## config.mk

```make
export PLATFORM = sky130hd
export DESIGN_NAME = wdog_two_stage
export DESIGN_NICKNAME = d
export VERILOG_FILES = /design/src/rtl/wdog_pkg.sv /design/src/rtl/wdog_regs.sv /design/src/rtl/wdog_core.sv /design/src/rtl/wdog_two_stage.sv
export SDC_FILE = /design/constraint.sdc
export NUM_CORES = 1
export LEC_CHECK = 0
export BUFFER_PORTS_ARGS = -buffer_cell sky130_fd_sc_hd__buf_2
export CORE_MARGIN = 4
export CORE_UTILIZATION = 57
export CTS_CLUSTER_DIAMETER = 60
export DETAILED_ROUTE_END_ITERATION = 8
export GPL_TIMING_DRIVEN = 0
export MAX_ROUTING_LAYER = met4
export PLACE_DENSITY = 0.81
export SYNTH_ARGS = -nofsm -noshare
export SYNTH_HDL_FRONTEND = slang
export SYNTH_SLANG_ARGS = --single-unit
```

## constraint.sdc

```tcl
create_clock -name clk -period 2.8 [get_ports clk]
set_clock_uncertainty 0.2 [all_clocks]
set_input_delay 0.14 -clock clk [delete_from_list [all_inputs] [get_ports clk]]
set_output_delay 0.14 -clock clk [all_outputs]
set_load 0.03 [all_outputs]
```

## src/rtl/wdog_pkg.sv

```systemverilog
// Shared register indices and configuration record for the two-stage watchdog.
// Assumes a 3-bit word index on the register bus.
package wdog_pkg;
    localparam int unsigned REG_IDX_W = 3;

    typedef enum logic [REG_IDX_W-1:0] {
        REG_CTRL   = 3'd0,
        REG_LOAD   = 3'd1,
        REG_VALUE  = 3'd2,
        REG_RAW    = 3'd3,
        REG_MASKED = 3'd4,
        REG_CLEAR  = 3'd5,
        REG_LOCK   = 3'd6,
        REG_TEST   = 3'd7
    } wdog_reg_e;

    typedef struct packed {
        logic run;
        logic rst_en;
        logic nmi_sel;
        logic stall;
    } wdog_cfg_t;
endpackage

```

## src/rtl/wdog_regs.sv

```systemverilog
// Configuration registers and write-lock for the watchdog.
// Assumes DATA_W >= 3. soft_clr returns all state to reset values.
module wdog_regs
    import wdog_pkg::*;
#(
    parameter int unsigned DATA_W = 32,
    parameter logic [DATA_W-1:0] UNLOCK_KEY = 32'h1ACC_E551
) (
    input  logic                 clk,
    input  logic                 rst_n,
    input  logic                 soft_clr,
    input  logic [REG_IDX_W-1:0] bus_addr,
    input  logic                 bus_we,
    input  logic [DATA_W-1:0]    bus_wdata,
    output wdog_cfg_t            cfg,
    output logic [DATA_W-1:0]    load_q,
    output logic                 locked_q,
    output logic                 wr_load,
    output logic                 wr_clear
);
    wdog_reg_e sel;
    logic      open_wr;

    assign sel      = wdog_reg_e'(bus_addr);
    assign open_wr  = bus_we && !locked_q;
    assign wr_load  = open_wr && (sel == REG_LOAD);
    assign wr_clear = open_wr && (sel == REG_CLEAR);

    // Register update: lock always writable, others only while unlocked.
    always_ff @(posedge clk) begin
        if (!rst_n || soft_clr) begin
            cfg      <= '0;
            load_q   <= '1;
            locked_q <= 1'b0;
        end else begin
            if (bus_we && (sel == REG_LOCK)) begin
                locked_q <= (bus_wdata != UNLOCK_KEY);
            end
            if (open_wr) begin
                case (sel)
                    REG_CTRL: begin
                        cfg.run     <= cfg.run | bus_wdata[0];
                        cfg.rst_en  <= bus_wdata[1];
                        cfg.nmi_sel <= bus_wdata[2];
                    end
                    REG_LOAD: load_q    <= bus_wdata;
                    REG_TEST: cfg.stall <= bus_wdata[0];
                    default: ;
                endcase
            end
        end
    end
endmodule

```

## src/rtl/wdog_core.sv

```systemverilog
// Down counter and timeout sequencer: first zero sets status and reloads,
// second zero with status pending fires a reset pulse of RST_CYC cycles.
// Assumes RST_CYC >= 1. fire_done requests a whole-block return to reset.
module wdog_core #(
    parameter int unsigned CNT_W   = 32,
    parameter int unsigned RST_CYC = 4
) (
    input  logic             clk,
    input  logic             rst_n,
    input  logic             run,
    input  logic             rst_en,
    input  logic             stall,
    input  logic             dbg_halt,
    input  logic             wr_load,
    input  logic             wr_clear,
    input  logic [CNT_W-1:0] wdata,
    input  logic [CNT_W-1:0] load_q,
    output logic [CNT_W-1:0] cnt_q,
    output logic             raw_q,
    output logic             fire_q,
    output logic             fire_done
);
    localparam int unsigned PW = $clog2(RST_CYC + 1);

    logic [PW-1:0] pulse_q;
    logic          active;
    logic          at_zero;

    assign active    = run && !(stall && dbg_halt) && !fire_q;
    assign at_zero   = (cnt_q == '0);
    assign fire_done = fire_q && (pulse_q == '0);

    // Counter, status and reset-pulse sequencing.
    always_ff @(posedge clk) begin
        if (!rst_n || fire_done) begin
            cnt_q   <= '1;
            raw_q   <= 1'b0;
            fire_q  <= 1'b0;
            pulse_q <= '0;
        end else if (fire_q) begin
            pulse_q <= pulse_q - PW'(1);
        end else if (wr_clear) begin
            raw_q <= 1'b0;
            cnt_q <= load_q;
        end else if (wr_load) begin
            cnt_q <= wdata;
            if (run && (wdata == '0)) begin
                raw_q <= 1'b1;
            end
        end else if (active) begin
            if (!at_zero) begin
                cnt_q <= cnt_q - CNT_W'(1);
            end else if (!raw_q) begin
                raw_q <= 1'b1;
                cnt_q <= load_q;
            end else if (rst_en) begin
                fire_q  <= 1'b1;
                pulse_q <= PW'(RST_CYC - 1);
            end else begin
                cnt_q <= load_q;
            end
        end
    end
endmodule

```

## src/rtl/wdog_two_stage.sv

```systemverilog
// Top of the two-stage lockable watchdog: register file, timeout core,
// read multiplexer and interrupt routing. Read data is combinational.
module wdog_two_stage
    import wdog_pkg::*;
#(
    parameter int unsigned CNT_W   = 32,
    parameter int unsigned RST_CYC = 4,
    parameter logic [CNT_W-1:0] UNLOCK_KEY = 32'h1ACC_E551
) (
    input  logic                 clk,
    input  logic                 rst_n,
    input  logic [REG_IDX_W-1:0] bus_addr,
    input  logic                 bus_we,
    input  logic [CNT_W-1:0]     bus_wdata,
    output logic [CNT_W-1:0]     bus_rdata,
    input  logic                 dbg_halt,
    output logic                 irq_o,
    output logic                 nmi_o,
    output logic                 sys_rst_o
);
    wdog_cfg_t        cfg;
    logic [CNT_W-1:0] load_q;
    logic [CNT_W-1:0] cnt_q;
    logic             locked_q;
    logic             wr_load;
    logic             wr_clear;
    logic             raw_q;
    logic             fire_q;
    logic             fire_done;
    logic             run_q;
    logic             stall_q;
    logic             masked;

    assign run_q   = cfg.run;
    assign stall_q = cfg.stall;

    wdog_regs #(.DATA_W(CNT_W), .UNLOCK_KEY(UNLOCK_KEY)) u_regs (
        .clk      (clk),
        .rst_n    (rst_n),
        .soft_clr (fire_done),
        .bus_addr (bus_addr),
        .bus_we   (bus_we),
        .bus_wdata(bus_wdata),
        .cfg      (cfg),
        .load_q   (load_q),
        .locked_q (locked_q),
        .wr_load  (wr_load),
        .wr_clear (wr_clear)
    );

    wdog_core #(.CNT_W(CNT_W), .RST_CYC(RST_CYC)) u_core (
        .clk      (clk),
        .rst_n    (rst_n),
        .run      (cfg.run),
        .rst_en   (cfg.rst_en),
        .stall    (cfg.stall),
        .dbg_halt (dbg_halt),
        .wr_load  (wr_load),
        .wr_clear (wr_clear),
        .wdata    (bus_wdata),
        .load_q   (load_q),
        .cnt_q    (cnt_q),
        .raw_q    (raw_q),
        .fire_q   (fire_q),
        .fire_done(fire_done)
    );

    assign masked    = raw_q && cfg.run;
    assign irq_o     = masked && !cfg.nmi_sel;
    assign nmi_o     = masked && cfg.nmi_sel;
    assign sys_rst_o = fire_q;

    // Read multiplexer over the register indices.
    always_comb begin
        bus_rdata = '0;
        case (wdog_reg_e'(bus_addr))
            REG_CTRL:   bus_rdata[2:0] = {cfg.nmi_sel, cfg.rst_en, cfg.run};
            REG_LOAD:   bus_rdata      = load_q;
            REG_VALUE:  bus_rdata      = cnt_q;
            REG_RAW:    bus_rdata[0]   = raw_q;
            REG_MASKED: bus_rdata[0]   = masked;
            REG_LOCK:   bus_rdata[0]   = locked_q;
            REG_TEST:   bus_rdata[0]   = cfg.stall;
            default:    bus_rdata      = '0;
        endcase
    end
endmodule

```

* Word-level counts from Yosys, hierarchy flattened
Index checks and enable logic that the tools add are counted.
** Word-level totals
- Bits in registers :: 74
- Input bits :: 39
- Output and inout port bits :: 35
- Word-level logic and storage cells :: 88
** Operators by class
- Add/sub/neg operators :: 2
- Equal/unequal tests :: 12
- Mux-type cells :: 28
- Bitwise logic cells :: 2
- Reductions and logical operators :: 34
** Operator list (number)
- $mux W32 :: 6
- $logic_not A32 Y1 :: 2
- $pmux W29 S2 :: 1
- $ne A32 B29 Y1 const B :: 1
- $sub A32 B1 Y32 const B :: 1
- $mux W3 :: 7
- $eq A3 B3 Y1 const B :: 4
- $logic_and A1 B1 Y1 :: 12
- $mux W1 :: 12
- $reduce_bool A2 Y1 :: 4
- $pmux W1 S7 :: 1
- $eq A3 B2 Y1 const B :: 2
- $logic_not A3 Y1 :: 2
- $pmux W2 S3 :: 1
- $reduce_and A2 Y1 :: 3
- $reduce_and A6 Y1 :: 1
- $reduce_bool A3 Y1 :: 2
- $logic_not A1 Y1 :: 5
- $ne A5 B3 Y1 const B :: 1
- $ne A2 B2 Y1 const B :: 2
- $reduce_and A4 Y1 :: 1
- $eq A3 B1 Y1 const B :: 1
- $ne A3 B3 Y1 const B :: 1
- $reduce_and A3 Y1 :: 1
- 4 further kinds :: 4

* Depth between registers and ports, before layout
- Depth in word-level cells :: 8
- Gate-level depth with buffers :: 9
- Gate-level depth less buffers :: 8

* Modules after synthesis
From an unflattened synthesis, not the netlist that was laid out.
** Unflattened totals
- Cell total of the unflattened synthesis :: 640
- Area, all modules :: 4870.9 sq um
** By module, submodules not included
- wdog_core :: instances 1, cells each 394, area each 2821.5 sq um, seq. area each 740.7 sq um
- wdog_regs :: instances 1, cells each 185, area each 1564.0 sq um, seq. area each 740.7 sq um
- wdog_two_stage :: instances 1, cells each 61, area each 485.5 sq um, seq. area each 0.0 sq um

* Worst setup path after synthesis
OpenSTA, ideal clock, no wires.
- Kind :: register -> register
- From :: register u_core.cnt_q[19]
- To :: register u_core.cnt_q[31]
- Library setup time :: 134 ps
- Data arrival time :: 2117 ps
- Data required time :: 2466 ps
- Path slack :: 349 ps
- Cell stages (with the launch flop) :: 8
- Path buffers :: 1
- Cell sequence :: dfxtp_1 > buf_6 > or4_1 > nor3_1 > nand4_1 > or3b_1 > o221ai_1 > a22oi_2
** On the way
- Cells in the longest elaborated chain, start to end :: 5
- Elaborated cells on any way between the ends :: 8
** RTL lines
- start: declaration :: RTL line wdog_core.sv:18 : output logic [CNT_W-1:0] cnt_q,
- start signal: assignment :: RTL line wdog_core.sv:44 : cnt_q <= load_q;
- start signal: assignment :: RTL line wdog_core.sv:46 : cnt_q <= wdata;
- start signal: assignment :: RTL line wdog_core.sv:52 : cnt_q <= cnt_q - CNT_W'(1);
- $sub A32 B1 Y32 or $logic_not A32 Y1 (tied branches) :: RTL line wdog_core.sv:52, wdog_core.sv:30
- $mux W32 :: RTL line wdog_core.sv:51 : if (!at_zero) begin
- $mux W32 :: RTL line wdog_core.sv:50 : end else if (active) begin
- $mux W32 :: RTL line wdog_core.sv:45 : end else if (wr_load) begin
- $mux W32 :: RTL line wdog_core.sv:42 : end else if (wr_clear) begin
Parallel ways exist; a longest one is shown, timed or not. The select of a mux whose other input is x is not followed.
A chain may end at the register's enable or synchronous reset.

* Worst setup path in the final report
- From :: register u_core.cnt_q[2]
- To :: register u_core.cnt_q[31]
The elaborated chain is that of the path after synthesis.

==> metrics.md <==
| Metric | Value |
|---|---|
| Share of cells above drive strength 1 | 0.192 |
| Avg Inst Size Synth | 7.55 µm² |
| Leading cell type by number of instances after synthesis | nor2_1 |
| Worst-path clk slew | 0.09 ns |
| Vias | 5,510 |
| # setup viols final | 0 |
| Die Footprint | 0.00922 mm² |
| Final hold viol count | 0 |
| Net count after synthesis | 628 |
| Register bit count reported by yosys | 74 |
| Total track usage | 0.397 |
| Max_cap viols | 0 |
| Netlist Area Pre-Place | 0.00441 mm² |
| Starting Density | 0.596 |
| Slew Viols, Final | 0 |
| Cell area after layout | 0.00559 mm² |
| Routed WL per cell | 21.8 µm |
| Largest family of logic cells by synthesized area | compound AO/OA/AOI/OAI gates |
| Worst EP required | 2.83 ns |
| Ranking of synthesized cells by area | dfxtp_1 34%, o21ai_0 8.0%, nor2_1 7.7% |
| Core Region | 0.00741 mm² |
| Final GP Congestion | 1.00 |
| Final HPWL DP | 11.5 mm |
| Vias in the first global route | 5,053 |
| Leak | 2.22 nW |
| Ys Warns | 0 |
| Synth cell count leaders | 91 x nor2_1, 74 x dfxtp_1, 71 x o21ai_0, 54 x a21oi_1, 41 x nand2_1 |
| Power per Cell Area | 464 mW/mm² |
| Clock Sinks | 74 |
| PortBufs | 72 |
| Least-Margin Pin Slew | 0.803 ns |
| Max Freq | 358 MHz |
| Largest net degree at the start of global routing | 13 |
| Compound-Gate Fraction of Synth Area | 0.314 |
| CTS root buffer | clkbuf_8 |
| Xor/xnor share of the synthesized area | 0.0179 |
| CTS max path bufs | 2 |
| Post-synth EDFFs | 0 |
| Asr flop ratio synth | 0 |
| Final Net Count | 746 |
| DRT Pass-1 Iters | 5 |
| Final period utilization | 0.997 |
| First-pass GRT wire length | 26.9 mm |
| Worst hold path type | input port to register |
| Worst skew pair latency | 0.37 ns |
| Routed WL | 17.6 mm |
| RSZ-0062 raised after global routing | yes |
| Top cell type's share of synthesized area | 0.336 |
| H-Tree Depth | 3 |
| Post-Route Utilization | 0.755 |
| Largest area contributor in the netlist | dfxtp_1 |
| Antenna cells | 0 |
| Seq/Total Area, Yosys | 0.336 |
| Post-route insts no fill | 807 |
| Status | finished, final reports clean |
| Synth Area in Simple Gates | 0.255 |
| Yosys cell types | 65 |
| Worst hold margin | 0.0231 ns |
| Adder-Cell Fraction of Synth Area | 0.0113 |
| Die Ht | 96 µm |
| Area delta synth->final | 26.7% |
| Dpl cells | 756 |
| Maximum fanout along the worst path | 9 |
| Mapped Cells | 585 |
| IO Count | 74 |
| Crit. End Element | register |
| Initial antenna violation count | 0 |
| Critical Setup Path Class | register to register |
| Grt total ovfl | 0 |
| Area post-placement | 0.00490 mm² |
| DRC | 0 |
| Main flop type after synthesis | dfxtp_1 |
| Worst IR drop on VDD | 0.331 mV |
| CTS tree | built |
| Detailed Route Iter0 Violations | 709 |
| Clock buffer count from CTS | 9 |
| Max transition margin | 0.464 |
| Antenna viol nets, final | 0 |
| Fin crit period | 2.79 ns |
| TNS Setup | 0 ns |
| Row Count | 31 |
| Critical path startpoint category | register |
| Vias per std cell | 6.83 |
| CP Data Arrival Time | 2.82 ns |
| Die Span X | 96 µm |
| Mux cell area share after synthesis | 0.0162 |
## per-stage QoR
| step | worst slack, ns | power (mW) |
|---|---|---|
| 6_report | 0.00701 | 2.60 |
| 5_1_grt | -0.0320 | 2.65 |
| 4_1_cts | 0.0230 | 2.56 |
| 3_5_place_dp | -0.274 | 1.53 |
| 3_3_place_gp | -0.217 | 1.53 |
| 2_1_floorplan | 0.349 | 1.38 |
## path summary, 6_finish.rpt
path / startpoint / to / slack, ns / cells past startpoint
worst min-delay path: bus_wdata[25] / u_regs.load_q[25] / 0.02 / 3
worst min register to register: u_core.pulse_q[0] / u_core.pulse_q[0] / 0.29 / 2
worst max-delay path: u_core.cnt_q[2] / u_core.cnt_q[31] / 0.007 / 6
worst max register to register: u_core.cnt_q[2] / u_core.cnt_q[31] / 0.007 / 6
## report_power, final
| group | leakage [nW] | switching (mW) | internal [mW] |
|---|---|---|---|
| Clock | 0.114 | 0.434 | 0.592 |
| Sequential | 0.602 | 0.0350 | 1.08 |
| Combinational | 1.50 | 0.289 | 0.166 |
## critical path: stages (launching register included)
cell and delay, ns:
dfxtp_1 0.46, or4_4 0.65, nor2_1 0.25, nand4_1 0.28
or3b_1 0.49, o221ai_1 0.21, a22oi_2 0.11
## cell families after synthesis
logic type               Yosys count
AND/OR/NAND/NOR                  225
AO/OA/AOI/OAI                    214
flip-flops                        74
buffers and inverters             52
XOR/XNOR                           9
multiplexers                       7
adder cells (fa/ha/maj)            4
## registers in the layout (all words and copies together) (netlist names)
signal	flops
u_regs.locked_q	1
u_core.fire_q	1
u_core.pulse_q	3
u_regs.load_q	32
u_core.cnt_q	32
u_core.raw_q	1
u_regs.cfg	4
## placed cells by master, fill, tap and decap left out, types with 9 or more instances in the layout
| cell type | Yosys | final |
|---|---|---|
| o21ai_0 | 71 | 71 |
| nand4_1 | 11 | 11 |
| nor3_1 | 17 | 14 |
| nor4_1 | 13 | 11 |
| nand3_1 | 9 | 9 |
| a21oi_1 | 54 | 53 |
| dfxtp_1 | 74 | 74 |
| a31oi_1 | 9 | 9 |
| nand2_1 | 41 | 41 |
| clkbuf_8 | 0 | 9 |
| buf_2 | 5 | 77 |
| a22o_1 | 29 | 29 |
| nor2_1 | 91 | 90 |
| clkbuf_1 | 33 | 25 |
| clkbuf_2 | 1 | 11 |
| dlygate4sd3_1 | 0 | 32 |
## area by class of cell
class / instances / area [µm²]
multi-input cells: 459 / 2810
fillers: 598 / 1810
flip-flops and latches: 74 / 1480
repair buffers: 109 / 718
plain buffers: 43 / 196
clock buffers: 11 / 131
well taps: 99 / 124
clock inverters: 5 / 103
inverters: 7 / 26.3
## what timing repair did
action,CTS,global route
buffers inserted,4,1
endpoints found under the hold margin,39,0
pin swaps,1,2
gates resized for setup,11,23
hold buffers,32,0
setup endpoints to repair,32,59
## layer usage
layer | GRT usage | up-vias | wire (µm)
li1 | - | 2407 | -
met1 | 0.513 | 2524 | 6530
met2 | 0.599 | 476 | 7700
met3 | 0.0977 | 103 | 2500
met4 | 0.149 | 0 | 858
met5 | - | - | 0
Power figures use the tool's default switching activity.
